`src/rtl/pwm_aq_pkg.sv`:
```
package pwm_aq_pkg;
  localparam int ADDR_W   = 8;
  localparam int DATA_W   = 10;
  localparam int NCH      = 2;
  localparam int CODE_W   = 2;

  localparam logic [ADDR_W-1:0] OFS_CTL_BASE = 8'h16;  // channel n at base + 2n
  localparam logic [ADDR_W-1:0] OFS_RLD      = 8'h1A;
  localparam logic [ADDR_W-1:0] OFS_FRC      = 8'h1C;

  localparam int ZRO_LSB  = 0;
  localparam int PRD_LSB  = 2;
  localparam int CMPA_LSB = 4;
  localparam int CMPB_LSB = 8;
  localparam int RLD_LSB  = 6;

  typedef enum logic [CODE_W-1:0] {
    ACT_NONE   = 2'd0,
    ACT_LOW    = 2'd1,
    ACT_HIGH   = 2'd2,
    ACT_TOGGLE = 2'd3
  } act_e;

  typedef enum logic [1:0] {
    RLD_ZERO   = 2'd0,
    RLD_PERIOD = 2'd1,
    RLD_EITHER = 2'd2,
    RLD_NOW    = 2'd3
  } rld_e;

  typedef struct packed {
    act_e cmpb;
    act_e cmpa;
    act_e prd;
    act_e zro;
  } ctl_t;

  typedef struct packed {
    logic cmpb;
    logic cmpa;
    logic prd;
    logic zro;
  } evt_t;
endpackage

```
`src/rtl/pwm_aq_regs.sv`:
```
module pwm_aq_regs
  import pwm_aq_pkg::*;
#(
  parameter int N  = NCH,
  parameter int AW = ADDR_W,
  parameter int DW = DATA_W
) (
  input  logic                 clk_i,
  input  logic                 rst_ni,
  input  logic                 wr_en_i,
  input  logic [AW-1:0]        wr_addr_i,
  input  logic [DW-1:0]        wr_data_i,
  output ctl_t [N-1:0]         ctl_o,
  output rld_e                 rld_o,
  output logic [N*CODE_W-1:0]  frc_shadow_o
);
  localparam int FW = N * CODE_W;

  for (genvar ch = 0; ch < N; ch++) begin : g_ctl
    localparam logic [AW-1:0] OFS = AW'(OFS_CTL_BASE + 2 * ch);
    always_ff @(posedge clk_i or negedge rst_ni) begin
      if (!rst_ni) begin
        ctl_o[ch] <= '0;
      end else if (wr_en_i && wr_addr_i == OFS) begin
        ctl_o[ch].zro  <= act_e'(wr_data_i[ZRO_LSB  +: CODE_W]);
        ctl_o[ch].prd  <= act_e'(wr_data_i[PRD_LSB  +: CODE_W]);
        ctl_o[ch].cmpa <= act_e'(wr_data_i[CMPA_LSB +: CODE_W]);
        ctl_o[ch].cmpb <= act_e'(wr_data_i[CMPB_LSB +: CODE_W]);
      end
    end
  end

  always_ff @(posedge clk_i or negedge rst_ni) begin
    if (!rst_ni) begin
      rld_o        <= RLD_ZERO;
      frc_shadow_o <= '0;
    end else if (wr_en_i) begin
      if (wr_addr_i == OFS_RLD) rld_o        <= rld_e'(wr_data_i[RLD_LSB +: 2]);
      if (wr_addr_i == OFS_FRC) frc_shadow_o <= wr_data_i[FW-1:0];
    end
  end
endmodule

```
`src/rtl/pwm_aq_force.sv`:
```
module pwm_aq_force
  import pwm_aq_pkg::*;
#(
  parameter int N = NCH
) (
  input  logic                clk_i,
  input  logic                rst_ni,
  input  logic                tick_i,
  input  evt_t                evt_i,
  input  rld_e                rld_i,
  input  logic [N*CODE_W-1:0] shadow_i,
  output logic [N*CODE_W-1:0] frc_nxt_o,
  output logic [N*CODE_W-1:0] frc_q_o
);
  logic load;

  always_comb begin
    unique case (rld_i)
      RLD_ZERO:   load = evt_i.zro;
      RLD_PERIOD: load = evt_i.prd;
      RLD_EITHER: load = evt_i.zro | evt_i.prd;
      default:    load = 1'b1;
    endcase
    load      = load & tick_i;
    frc_nxt_o = load ? shadow_i : frc_q_o;
  end

  always_ff @(posedge clk_i or negedge rst_ni) begin
    if (!rst_ni) frc_q_o <= '0;
    else         frc_q_o <= frc_nxt_o;
  end
endmodule

```
`src/rtl/pwm_aq_chan.sv`:
```
module pwm_aq_chan
  import pwm_aq_pkg::*;
(
  input  logic              clk_i,
  input  logic              rst_ni,
  input  logic              tick_i,
  input  evt_t              evt_i,
  input  ctl_t              ctl_i,
  input  logic [CODE_W-1:0] frc_i,
  output logic              out_o
);
  act_e act;
  logic out_d;

  // Highest-priority present event with a non-idle code wins.
  always_comb begin
    act = ACT_NONE;
    if      (evt_i.cmpb && ctl_i.cmpb != ACT_NONE) act = ctl_i.cmpb;
    else if (evt_i.cmpa && ctl_i.cmpa != ACT_NONE) act = ctl_i.cmpa;
    else if (evt_i.prd  && ctl_i.prd  != ACT_NONE) act = ctl_i.prd;
    else if (evt_i.zro  && ctl_i.zro  != ACT_NONE) act = ctl_i.zro;
  end

  always_comb begin
    out_d = out_o;
    if (tick_i) begin
      if      (frc_i == 2'd1) out_d = 1'b0;
      else if (frc_i == 2'd2) out_d = 1'b1;
      else begin
        unique case (act)
          ACT_LOW:    out_d = 1'b0;
          ACT_HIGH:   out_d = 1'b1;
          ACT_TOGGLE: out_d = ~out_o;
          default:    out_d = out_o;
        endcase
      end
    end
  end

  always_ff @(posedge clk_i or negedge rst_ni) begin
    if (!rst_ni) out_o <= 1'b0;
    else         out_o <= out_d;
  end
endmodule

```
`src/rtl/pwm_action_qual.sv`:
```
module pwm_action_qual
  import pwm_aq_pkg::*;
#(
  parameter int AW = ADDR_W,
  parameter int DW = DATA_W
) (
  input  logic          clk_i,
  input  logic          rst_ni,
  input  logic          tick_i,
  input  logic          zero_i,
  input  logic          period_i,
  input  logic          cmpa_up_i,
  input  logic          cmpb_up_i,
  input  logic          wr_en_i,
  input  logic [AW-1:0] wr_addr_i,
  input  logic [DW-1:0] wr_data_i,
  output logic          out_a_o,
  output logic          out_b_o
);
  localparam int FW = NCH * CODE_W;

  evt_t             evt;
  ctl_t [NCH-1:0]   ctl_q;
  rld_e             rld_q;
  logic [FW-1:0]    frc_shadow_q;
  logic [FW-1:0]    frc_nxt;
  logic [FW-1:0]    frc_q;
  logic [NCH-1:0]   pwm_q;

  assign evt = '{cmpb: cmpb_up_i, cmpa: cmpa_up_i, prd: period_i, zro: zero_i};

  pwm_aq_regs #(.N(NCH), .AW(AW), .DW(DW)) u_regs (
    .clk_i        (clk_i),
    .rst_ni       (rst_ni),
    .wr_en_i      (wr_en_i),
    .wr_addr_i    (wr_addr_i),
    .wr_data_i    (wr_data_i),
    .ctl_o        (ctl_q),
    .rld_o        (rld_q),
    .frc_shadow_o (frc_shadow_q)
  );

  pwm_aq_force #(.N(NCH)) u_force (
    .clk_i     (clk_i),
    .rst_ni    (rst_ni),
    .tick_i    (tick_i),
    .evt_i     (evt),
    .rld_i     (rld_q),
    .shadow_i  (frc_shadow_q),
    .frc_nxt_o (frc_nxt),
    .frc_q_o   (frc_q)
  );

  for (genvar ch = 0; ch < NCH; ch++) begin : g_chan
    pwm_aq_chan u_chan (
      .clk_i  (clk_i),
      .rst_ni (rst_ni),
      .tick_i (tick_i),
      .evt_i  (evt),
      .ctl_i  (ctl_q[ch]),
      .frc_i  (frc_nxt[ch*CODE_W +: CODE_W]),
      .out_o  (pwm_q[ch])
    );
  end

  assign out_a_o = pwm_q[0];
  assign out_b_o = pwm_q[1];
endmodule

```
`config.mk`:
```
export PLATFORM = sky130hd
export DESIGN_NAME = pwm_action_qual
export DESIGN_NICKNAME = d
export VERILOG_FILES = /design/src/rtl/pwm_aq_pkg.sv /design/src/rtl/pwm_aq_regs.sv /design/src/rtl/pwm_aq_force.sv /design/src/rtl/pwm_aq_chan.sv /design/src/rtl/pwm_action_qual.sv
export SDC_FILE = /design/constraint.sdc
export NUM_CORES = 1
export LEC_CHECK = 0
export ABC_AREA = 1
export BUFFER_PORTS_ARGS = -buffer_cell sky130_fd_sc_hd__buf_2
export CORE_MARGIN = 5
export CORE_UTILIZATION = 59
export DETAILED_ROUTE_END_ITERATION = 10
export GPL_ROUTABILITY_DRIVEN = 0
export PLACE_DENSITY = 0.83
export SKIP_LAST_GASP = 1
export SYNTH_ARGS = -nofsm -noshare
export SYNTH_HDL_FRONTEND = slang
export SYNTH_SLANG_ARGS = --single-unit
```
`constraint.sdc`:
```
create_clock -name clk_i -period 3.8 [get_ports clk_i]
set_clock_uncertainty 0.15 [all_clocks]
set_input_delay 0.19 -clock clk_i [delete_from_list [all_inputs] [get_ports clk_i]]
set_output_delay 0.19 -clock clk_i [all_outputs]
set_load 0.01 [all_outputs]
```
==> flow_metrics.env, run 1 <==
export IMPL_run_status="completed"
export IMPL_yosysSeqAreaShare_pct=42.7
export IMPL_hold_slack_ns=0.0101
export IMPL_post_route_worst_setup_slack_ns=1.87
export IMPL_count_of_buffer_and_inverter_cells_on_the_critical_path=1
export IMPL_synth_cells=198
export IMPL_rsz0062_at_grt="false"
export IMPL_clock_tree_htree_level_count=1
export IMPL_final_min_period_over_clock_period_pct=50.9
export IMPL_distinct_cell_type_count_of_the_synthesized_netlist=26
export IMPL_numClockSinks=28
export IMPL_holdBufCountCts=8
export IMPL_topRoutingLayerUsed="met4"
export IMPL_critical_path_class="flop to flop"
export IMPL_hold_viol_final=0
export IMPL_first_pass_grt_wire_length_um=5540
export IMPL_area_growth_pct=15.2
export IMPL_final_cell_mix="61 x nand2_1, 28 x dfrtp_1, 27 x inv_1, 27 x buf_2, 16 x o21ai_2"
export IMPL_insertedDiodeCount=0
export IMPL_critical_path_slowest_cell="dfrtp_1"
export IMPL_synth_top_cells_by_area="dfrtp_1 43%, nand2_1 14%, o21ai_2 8.5%, inv_1 6.2%, o21ai_0 4.0%"
export IMPL_rr_worst_depth=10
export IMPL_via_per_inst=5.12
export IMPL_critical_path_cell_chain="o21ai_0, o21ai_0, a21oi_1, o21ai_0, ha_1, inv_1, nor2_1, nand3_1, nand3_1, nand2_1"
export IMPL_routed_wirelength_um=3100
export IMPL_root_buffer="clkbuf_4"
export IMPL_cp_data_required_time_ns=3.88
export IMPL_final_setup_viol_count=0
export IMPL_grt_use_total_pct=17.1
export IMPL_power_density_nw_per_um2=305
export IMPL_vdd_drop_max_mv=0.259
export IMPL_min_delay_path_class="input port to flop"
export IMPL_detailed_router_iteration_count_before_antenna_repair=4
export IMPL_drt_antenna_violating_nets=0
export IMPL_post_cts_resized=0
export IMPL_clk_pin_slew_worst_paths_ns=0.14
export IMPL_first_global_vias=1317
export IMPL_max_root_sink_buffers=2
export IMPL_met1Wirelength_um=1450
export IMPL_critical_path_peak_fanout=3
export IMPL_layout_cells_non_filler=264
export IMPL_layout_cells_most_common="nand2_1"
export IMPL_synth_async_sr_flop_share_pct=100
export IMPL_grt_max_degree=29
export IMPL_dpl_cell_count=253
export IMPL_crit_path_frequent_cell="o21ai_0"
export IMPL_post_synth_top_area_cell="dfrtp_1"
export IMPL_setup_worst_path_start_class="flop"
export IMPL_worst_slew_margin_rel_pct=59.1
export IMPL_antenna_found_initial=0
export IMPL_die_width_um=62.8
export IMPL_hold_path_depth=3
export IMPL_mappedNetlistArea_sq_um=1640
export IMPL_worstSkewPairLatency_ns=0.33
export IMPL_wire_per_inst_um=11.8
export IMPL_maxCapViolCount=0
export IMPL_top_level_ports=28
export IMPL_grt_overflow_total=0
export IMPL_cp_depth=10
export IMPL_clock_tree_from_tritoncts="built"
export IMPL_port_buffers=27
export IMPL_timing_setup_tns_ns=0
export IMPL_ys_dominant_reg_cell="dfrtp_1"
export IMPL_crit_arrival_ns=2.02
export IMPL_share_of_the_synthesized_area_in_the_top_cell_type_pct=42.7
export IMPL_layout_filler_cells=218
export IMPL_floorplan_die_area_sq_um=3940
export IMPL_route_vias_total=1351
export IMPL_finalCriticalPeriod_ns=1.93
export IMPL_cts_setup_buffers=0
export IMPL_maxClockFrequency_ghz=0.517
export IMPL_first_iter_violations=55
export IMPL_cpLargestDelayFamily="compound AO/OA/AOI/OAI gates"
export IMPL_core_rowCount=19
export IMPL_cts_made_buffers=3
export IMPL_wl_met2_um=1520
export IMPL_core_area_sq_um=2710
export IMPL_initial_cell_density_of_the_core_pct=60.6
export IMPL_total_leakage_power_nw=1.00
export IMPL_avgSynthCellArea_sq_um=8.30
export IMPL_final_nets=265
export IMPL_timing_critical_path_slowest_cell_delay_ns=0.41
export IMPL_remaining_routing_drc_violations=0
export IMPL_setup_worst_path_end_class="flop"
export IMPL_worst_slew_pin_transition_ns=0.614
export IMPL_die_h_um=62.8
export IMPL_dp_final_hpwl_um=2400
export IMPL_routed_wl_met3_um=94
export IMPL_drive_above_1_share_pct=24.9
export IMPL_ys_warnings_count=0
export IMPL_report_final_slew_viol_count=0
export IMPL_ys_seq_elements=28
export IMPL_setup_ws_pre_cts_ns=1.86
export IMPL_mapped_nets=228
export IMPL_number_of_flops_mapped_to_enable_cells_by_yosys=0
[synth_stat cells, types with 2 or more instances]
cell / number
o21ai_2: 16
inv_1: 27
nand3_1: 10
o21ai_1: 3
ha_1: 4
o21bai_1: 2
nor2_1: 7
dfrtp_1: 28
nand4_1: 8
nand2_1: 61
buf_6: 2
o21ai_0: 13
nand2_2: 4
[kinds of logic (layout without fill, tap and decap cells)]
group	Yosys count	in the layout	share of synthesized area [%]
buffers and inverters	31	66	8.07
muxes	1	1	0.609
and+or+nand+nor	98	98	30.5
adders and majority gates	4	4	3.05
AOI/OAI and AO/OA	36	36	15.1
DFF	28	28	42.7
[where the power goes]
group	internal, mW	switching [mW]
Combinational	0.0525	0.0707
Sequential	0.318	0.0150
Clock	0.0373	0.0829
Total	0.408	0.169
[state kept, by name (all words and copies together) (netlist names)]
signal,count
u_regs.frc_shadow_o,4
u_regs.rld_o,2
u_force.frc_q_o,4
u_regs.ctl_o,16
g_chan.u_chan.out_o,2
[metal layers]
layer	track usage, %	up-vias
met5	0	-
met4	4.77	0
met3	3.60	5
met2	29.7	18
met1	21.2	603
li1	-	725
[worst register-to-register path, stage by stage, from the launching register on]
cell     delay (ns)
dfrtp_1        0.41
o21ai_0        0.26
o21ai_0        0.13
a21oi_1        0.12
o21ai_0        0.12
ha_1           0.29
inv_1          0.03
nor2_1         0.07
nand3_1        0.10
nand3_1        0.09
nand2_1        0.06
[per-stage QoR]
step / utilization [%] / power, mW / instance area [sq um]
after floorplan: - / 0.412 / 1640
after global placement: 66.0 / 0.453 / 1790
after detailed placement: 66.0 / 0.458 / 1790
after CTS: 69.8 / 0.583 / 1890
after global routing: 69.8 / 0.614 / 1890
final: 69.8 / 0.577 / 1890
[worst paths after layout]
check	start	slack, ns	to
setup / recovery	u_regs.ctl_o[13]	1.87	g_chan[1].u_chan.out_o
hold / removal	wr_data_i[2]	0.01	u_regs.ctl_o[10]
setup reg to reg	u_regs.ctl_o[13]	1.87	g_chan[1].u_chan.out_o
hold reg to reg	u_regs.ctl_o[3]	0.35	u_regs.ctl_o[3]
max in group asynchronous	rst_ni	2.87	u_regs.ctl_o[14]
min in group asynchronous	rst_ni	0.23	u_regs.rld_o[0]
[final cells by class]
class                   count  area (sq um)  area share (%)
repair buffers             35           215            11.4
multi-input cells         139           810            42.8
clock buffers               3          22.5            1.19
inverters                  28           105            5.56
flip-flops and latches     28           701            37.0
well taps                  31          38.8            2.05
No activity file was read; power rests on OpenSTA's default activity.
==> run 2: changes to the inputs <==
--- a/config.mk
+++ b/config.mk
@@ -8,10 +8,10 @@
 export ABC_AREA = 1
 export BUFFER_PORTS_ARGS = -buffer_cell sky130_fd_sc_hd__buf_2
 export CORE_MARGIN = 5
-export CORE_UTILIZATION = 59
+export CORE_UTILIZATION = 50
 export DETAILED_ROUTE_END_ITERATION = 10
 export GPL_ROUTABILITY_DRIVEN = 0
-export PLACE_DENSITY = 0.83
+export PLACE_DENSITY = 0.75
 export SKIP_LAST_GASP = 1
 export SYNTH_ARGS = -nofsm -noshare
 export SYNTH_HDL_FRONTEND = slang
==> constraint.sdc (replaced) <==
create_clock -name clk_i -period 1.77 [get_ports clk_i]
set_clock_uncertainty 0.15 [all_clocks]
set_input_delay 0.0885 -clock clk_i [delete_from_list [all_inputs] [get_ports clk_i]]
set_output_delay 0.0885 -clock clk_i [all_outputs]
set_load 0.01 [all_outputs]
==> run 2 against run 1 <==
The run now ends with negative hold slack, negative setup slack left. Cell area is 13% higher. Fmax is 1.9% higher. Global-route usage is 0.36 points higher. Power is 130% higher. Critical path depth is 3 higher. Worst hold slack worse by 0.093 ns. Sequential power is 110% higher. Register-to-register slack worse by 2.0 ns. Combinational power grew to 2.6 times the previous value. Setup slack worse by 2.0 ns. Count of clock-buffer cells in the layout is 1 higher. Cell count is 13% higher.
==> flow_metrics.env, run 2 (same netlist as run 1, synthesis figures left out) <==
export IMPL_run_status="complete, but fails checks"
export IMPL_violations="negative hold slack, negative setup slack"
export IMPL_finalCriticalPeriod_ns=1.90
export IMPL_multi_input_comb_area_sq_um=868
export IMPL_maxCapViolCount=0
export IMPL_floorplan_die_area_sq_um=4530
export IMPL_hold_slack_ns=-0.0825
export IMPL_final_cell_mix="61 x nand2_1, 28 x dfrtp_1, 27 x buf_2"
export IMPL_first_iter_violations=73
export IMPL_port_buffers=27
export IMPL_critical_path_slowest_cell="dfrtp_1"
export IMPL_antenna_found_initial=0
export IMPL_grt_max_degree=29
export IMPL_final_design_area_no_fill_sq_um=2140
export IMPL_cts_made_buffers=3
export IMPL_post_route_worst_setup_slack_ns=-0.129
export IMPL_clock_tree_from_tritoncts="built"
export IMPL_root_buffer="clkbuf_4"
export IMPL_worst_slew_margin_rel_pct=58.6
export IMPL_cp_data_required_time_ns=1.85
export IMPL_timing_critical_path_slowest_cell_delay_ns=0.41
export IMPL_core_rowCount=20
export IMPL_top_regs="u_regs.ctl_o: 16 flops, u_force.frc_q_o: 4 flops, u_regs.frc_shadow_o: 4 flops"
export IMPL_clk_pin_slew_worst_paths_ns=0.15
export IMPL_grt_use_total_pct=17.4
export IMPL_initial_cell_density_of_the_core_pct=52.9
export IMPL_placedInstanceArea_sq_um=1900
export IMPL_final_nets=284
export IMPL_min_delay_path_class="input port to flop"
export IMPL_numClockSinks=28
export IMPL_setup_ws_pre_cts_ns=-0.147
export IMPL_power_density_nw_per_um2=630
export IMPL_core_area_sq_um=3100
export IMPL_via_per_inst=4.84
export IMPL_maxClockFrequency_ghz=0.527
export IMPL_wire_per_inst_um=11.9
export IMPL_die_h_um=67.3
export IMPL_route_vias_total=1437
export IMPL_grt_overflow_total=0
export IMPL_die_width_um=67.3
export IMPL_insertedDiodeCount=0
export IMPL_detailed_router_iteration_count_before_antenna_repair=4
export IMPL_routed_wirelength_um=3540
export IMPL_holdBufCountCts=15
export IMPL_crit_arrival_ns=1.98
export IMPL_rsz0062_at_grt="true"
export IMPL_critical_path_peak_fanout=2
export IMPL_worstSkewPairLatency_ns=0.33
export IMPL_final_setup_viol_count=2
export IMPL_report_final_slew_viol_count=0
export IMPL_critical_path_class="flop to flop"
export IMPL_dp_final_hpwl_um=2490
export IMPL_drt_antenna_violating_nets=0
export IMPL_registers_top_by_ff_count="u_regs.ctl_o"
export IMPL_setup_worst_path_end_class="flop"
export IMPL_setup_worst_path_start_class="flop"
export IMPL_worst_slew_pin_transition_ns=0.620
export IMPL_sequential_cell_area_sq_um=701
export IMPL_top_level_ports=28
export IMPL_vdd_drop_max_mv=0.671
export IMPL_layout_cells_most_common="nand2_1"
export IMPL_final_min_period_over_clock_period_pct=107
export IMPL_remaining_routing_drc_violations=0
export IMPL_clock_tree_htree_level_count=1
export IMPL_cts_setup_buffers=0
export IMPL_total_leakage_power_nw=1.10
export IMPL_first_pass_grt_wire_length_um=6030
export IMPL_drive_above_1_share_pct=32.0
export IMPL_max_root_sink_buffers=2
export IMPL_hold_viol_final=1
export IMPL_largest_reg_flops=16
export IMPL_critical_path_cell_chain="nor2_1, nor2_1, o21ai_1, nand2_1, nand3_1, o21a_1, inv_1, ha_1, inv_1, nor2_1, nand3_1, nand3_1, nand2_1"
export IMPL_area_growth_pct=30.2
export IMPL_first_global_vias=1329
export IMPL_layout_filler_cells=276
-- run 2: cell types whose count changed in the layout (fill, tap and decap cells not counted), moves of 2 or more --
cell           previous run  this run
buf_4                     0        13
o21ai_0                  13         4
dlygate4sd3_1             8        14
o21ai_1                   3         9
o21ai_2                  16        19
ha_1                      4         2
-- run 2: worst max-delay path: cells and delay by family (launching register included) --
kind | cells | cell delay, ns
flip-flops | 1 | 0.41
adder cells (fa/ha/maj) | 1 | 0.26
AO/OA/AOI/OAI | 2 | 0.26
AND/OR/NAND/NOR | 8 | 0.63
buffers and inverters | 2 | 0.08
-- run 2: path summary, 6_finish.rpt --
check,depth (start not counted),to,slack [ns],start
setup / recovery,13,g_chan[1].u_chan.out_o,-0.13,u_regs.ctl_o[10]
hold / removal,4,u_regs.rld_o[1],-0.08,wr_addr_i[6]
setup reg to reg,13,g_chan[1].u_chan.out_o,-0.13,u_regs.ctl_o[10]
hold reg to reg,2,u_regs.ctl_o[1],0.35,u_regs.ctl_o[1]
max in group asynchronous,2,u_regs.ctl_o[6],0.92,rst_ni
min in group asynchronous,2,u_regs.frc_shadow_o[1],0.15,rst_ni
-- run 2: metal layers --
| metal | share of wire [%] | up-vias | routed length, um | GRT usage, % |
|---|---|---|---|---|
| li1 | - | 754 | - | - |
| met1 | 45 | 648 | 1600 | 23.0 |
| met2 | 50 | 31 | 1760 | 29.7 |
| met3 | 3.8 | 4 | 133 | 3.66 |
| met4 | 0.99 | 0 | 35 | 3.04 |
| met5 | 0 | - | 0 | 0 |
-- run 2: area by class of cell --
type / count / area share (%)
Clock buffer: 4 / 1.70
Inverter: 28 / 4.92
Multi-Input combinational cell: 139 / 40.6
Sequential cell: 28 / 32.8
Tap cell: 44 / 2.57
Timing Repair Buffer: 54 / 17.4
-- run 2: through the flow --
| step | power, mW | hold slack (ns) | std cells | util [%] | TNS [ns] |
|---|---|---|---|---|---|
| after global routing | 1.44 | -0.0265 | 297 | 68.9 | -0.598 |
| after floorplan | 0.885 | -0.357 | 198 | - | 0 |
| after global placement | 0.996 | -0.00355 | 279 | 61.3 | -0.172 |
| after detailed placement | 1.01 | -0.00589 | 279 | 61.3 | -0.282 |
| after CTS | 1.35 | 0.00662 | 298 | 67.9 | -0.207 |
| final | 1.35 | -0.0825 | 297 | 68.9 | -0.205 |
-- run 2: report_power, final --
group / internal [mW] / switching (mW)
clock: 0.126 / 0.183
combinational: 0.146 / 0.177
sequential: 0.683 / 0.0314
total: 0.955 / 0.391
-- run 2: repair_timing --
action | 4_1_cts | 5_1_grt
setup endpoints to repair | 2 | 4
pin swaps | 8 | 9
hold endpoints to repair | 52 | 1
resized for setup | 6 | 14
==> run 3: changes to the inputs <==
--- a/config.mk
+++ b/config.mk
@@ -8,10 +8,11 @@
 export ABC_AREA = 1
 export BUFFER_PORTS_ARGS = -buffer_cell sky130_fd_sc_hd__buf_2
 export CORE_MARGIN = 5
-export CORE_UTILIZATION = 50
+export CORE_UTILIZATION = 52
+export CTS_BUF_LIST = sky130_fd_sc_hd__clkbuf_8
 export DETAILED_ROUTE_END_ITERATION = 10
 export GPL_ROUTABILITY_DRIVEN = 0
-export PLACE_DENSITY = 0.75
+export PLACE_DENSITY = 0.78
 export SKIP_LAST_GASP = 1
 export SYNTH_ARGS = -nofsm -noshare
 export SYNTH_HDL_FRONTEND = slang
==> run 3 against run 2 <==
The run ends with negative setup slack left. Clock power rose by 64%. Via count is 1.7% lower. Critical path depth rose by 1. Count of clock-buffer cells in the layout decreased by 1. Cell area fell by 1.3%. Register-to-register slack better by 0.07 ns. Setup slack better by 0.066 ns. Largest power group unchanged. Highest routed layer unchanged.
==> flow_metrics.env, run 3 (same netlist as run 1, synthesis figures left out) <==
export IMPL_wire_per_inst_um=10.8
export IMPL_die_h_um=66.2
export IMPL_via_per_inst=4.81
export IMPL_clk_pin_slew_worst_paths_ns=0.10
export IMPL_routed_wirelength_um=3180
export IMPL_core_area_sq_um=3050
export IMPL_worst_slew_pin_transition_ns=0.620
export IMPL_hold_viol_final=0
export IMPL_route_vias_total=1413
export IMPL_total_leakage_power_nw=1.10
export IMPL_remaining_routing_drc_violations=0
export IMPL_dpl_cell_count=279
export IMPL_die_width_um=66.2
export IMPL_layout_filler_cells=261
export IMPL_finalCriticalPeriod_ns=1.83
export IMPL_placedInstanceArea_sq_um=1900
export IMPL_area_growth_pct=28.4
export IMPL_port_buffers=27
export IMPL_numClockSinks=28
export IMPL_root_buffer="clkbuf_8"
export IMPL_worst_slew_margin_rel_pct=58.7
export IMPL_layout_cells_non_filler=294
export IMPL_dp_final_hpwl_um=2370
export IMPL_final_setup_viol_count=2
export IMPL_post_route_worst_setup_slack_ns=-0.0629
export IMPL_drt_antenna_violating_nets=0
export IMPL_totalPowerFinal_mw=1.52
export IMPL_first_iter_violations=82
export IMPL_setup_worst_path_end_class="flop"
export IMPL_grt_use_total_pct=16.9
export IMPL_detailed_router_iteration_count_before_antenna_repair=4
export IMPL_insertedDiodeCount=0
export IMPL_sequential_cell_area_sq_um=701
export IMPL_grt_overflow_total=0
export IMPL_crit_arrival_ns=1.86
export IMPL_final_min_period_over_clock_period_pct=104
export IMPL_cts_made_buffers=3
export IMPL_final_design_area_no_fill_sq_um=2110
export IMPL_power_density_nw_per_um2=721
export IMPL_rsz0062_at_grt="true"
export IMPL_multi_input_comb_area_sq_um=835
export IMPL_critical_path_peak_fanout=2
export IMPL_vdd_drop_max_mv=0.785
export IMPL_layout_cells_most_common="nand2_1"
export IMPL_core_rowCount=20
export IMPL_initial_cell_density_of_the_core_pct=53.8
export IMPL_cp_data_required_time_ns=1.80
export IMPL_critical_path_class="flop to flop"
export IMPL_drive_above_1_share_pct=30.4
export IMPL_rr_worst_depth=14
export IMPL_antenna_found_initial=0
export IMPL_run_status="complete, but fails checks"
export IMPL_maxClockFrequency_ghz=0.546
export IMPL_largest_reg_flops=16
export IMPL_setup_worst_path_start_class="flop"
export IMPL_timing_setup_tns_ns=-0.112
export IMPL_grt_max_degree=29
export IMPL_final_nets=281
export IMPL_final_cell_mix="61 x nand2_1, 28 x dfrtp_1, 27 x inv_1, 27 x buf_2, 17 x o21ai_2"
export IMPL_first_global_vias=1322
export IMPL_hold_path_depth=3
export IMPL_registers_top_by_ff_count="u_regs.ctl_o"
export IMPL_worst_reg2reg_setup_slack_ns=-0.06
export IMPL_top_level_ports=28
export IMPL_clock_tree_from_tritoncts="built"
export IMPL_clock_tree_htree_level_count=1
export IMPL_first_pass_grt_wire_length_um=5730
export IMPL_floorplan_die_area_sq_um=4380
export IMPL_top_regs="u_regs.ctl_o: 16 flops, u_force.frc_q_o: 4 flops, u_regs.frc_shadow_o: 4 flops"
export IMPL_worstSkewPairLatency_ns=0.28
export IMPL_max_root_sink_buffers=2
export IMPL_min_delay_path_class="input port to flop"
export IMPL_maxCapViolCount=0
export IMPL_report_final_slew_viol_count=0
export IMPL_setup_ws_pre_cts_ns=-0.123
export IMPL_violations="negative setup slack"
[run 3: cell count changes in the layout (fill, tap and decap cells not counted), moves of 2 or more]
cell / change
o21ai_0: +3
clkbuf_8: +2
dlygate4sd3_1: -3
clkbuf_4: -3
o21ai_2: -2
[run 3: per-layer routing]
layer | wire [um] | global-route usage (%) | up-vias
li1 | - | - | 752
met1 | 1470 | 21.8 | 635
met2 | 1550 | 28.7 | 22
met3 | 137 | 3.57 | 4
met4 | 23 | 3.81 | 0
met5 | 0 | 0 | -
[run 3: path summary, 6_finish.rpt]
path / from / endpoint
worst max-delay path: u_regs.ctl_o[11] / g_chan[1].u_chan.out_o
worst min-delay path: tick_i / g_chan[0].u_chan.out_o
worst max register to register: u_regs.ctl_o[11] / g_chan[1].u_chan.out_o
worst min register to register: u_regs.ctl_o[0] / u_regs.ctl_o[0]
max in group asynchronous: rst_ni / u_regs.ctl_o[14]
min in group asynchronous: rst_ni / u_force.frc_q_o[3]
[run 3: area by class of cell]
type / count / area share, %
inverter: 28 / 4.98
sequential: 28 / 33.2
clock inverter: 1 / 1.42
timing repair buffer: 51 / 16.3
multi-input combinational: 139 / 39.6
clock buffer: 3 / 1.96
tap: 44 / 2.61
[run 3: power breakdown]
group	total, mW	internal [mW]	switching [mW]
registers	0.712	0.683	0.0290
clock network	0.508	0.303	0.205
logic	0.302	0.138	0.164
[run 3: worst max-delay path: stages (launching register included)]
cell and delay, ns:
dfrtp_1 0.39, nor2_1 0.10, nor2_1 0.06, o21ai_1 0.12, nand2_1 0.08, nand3_2 0.06
o21a_1 0.13, inv_1 0.05, ha_1 0.28, inv_1 0.05, nor2_1 0.03, nand3_1 0.08
nand2_1 0.06, nand2_1 0.06, nand2_1 0.05
[run 3: timing repair]
action / CTS / global route
hold buffers: 11 / 0
resized for setup: 2 / 7
setup buffers: 0 / 0
pin swaps: 4 / 5
endpoints found under the hold margin: 49 / 0
endpoints found under the setup margin: 2 / 2
[run 3: metrics by stage]
step | util [%] | hold WS, ns
floorplan | - | -0.357
global placement | 62.3 | -0.0133
detailed placement | 62.3 | -0.0115
CTS | 68.3 | 0.0210
global route | 69.1 | 0.0435
finish | 69.1 | 0.0250
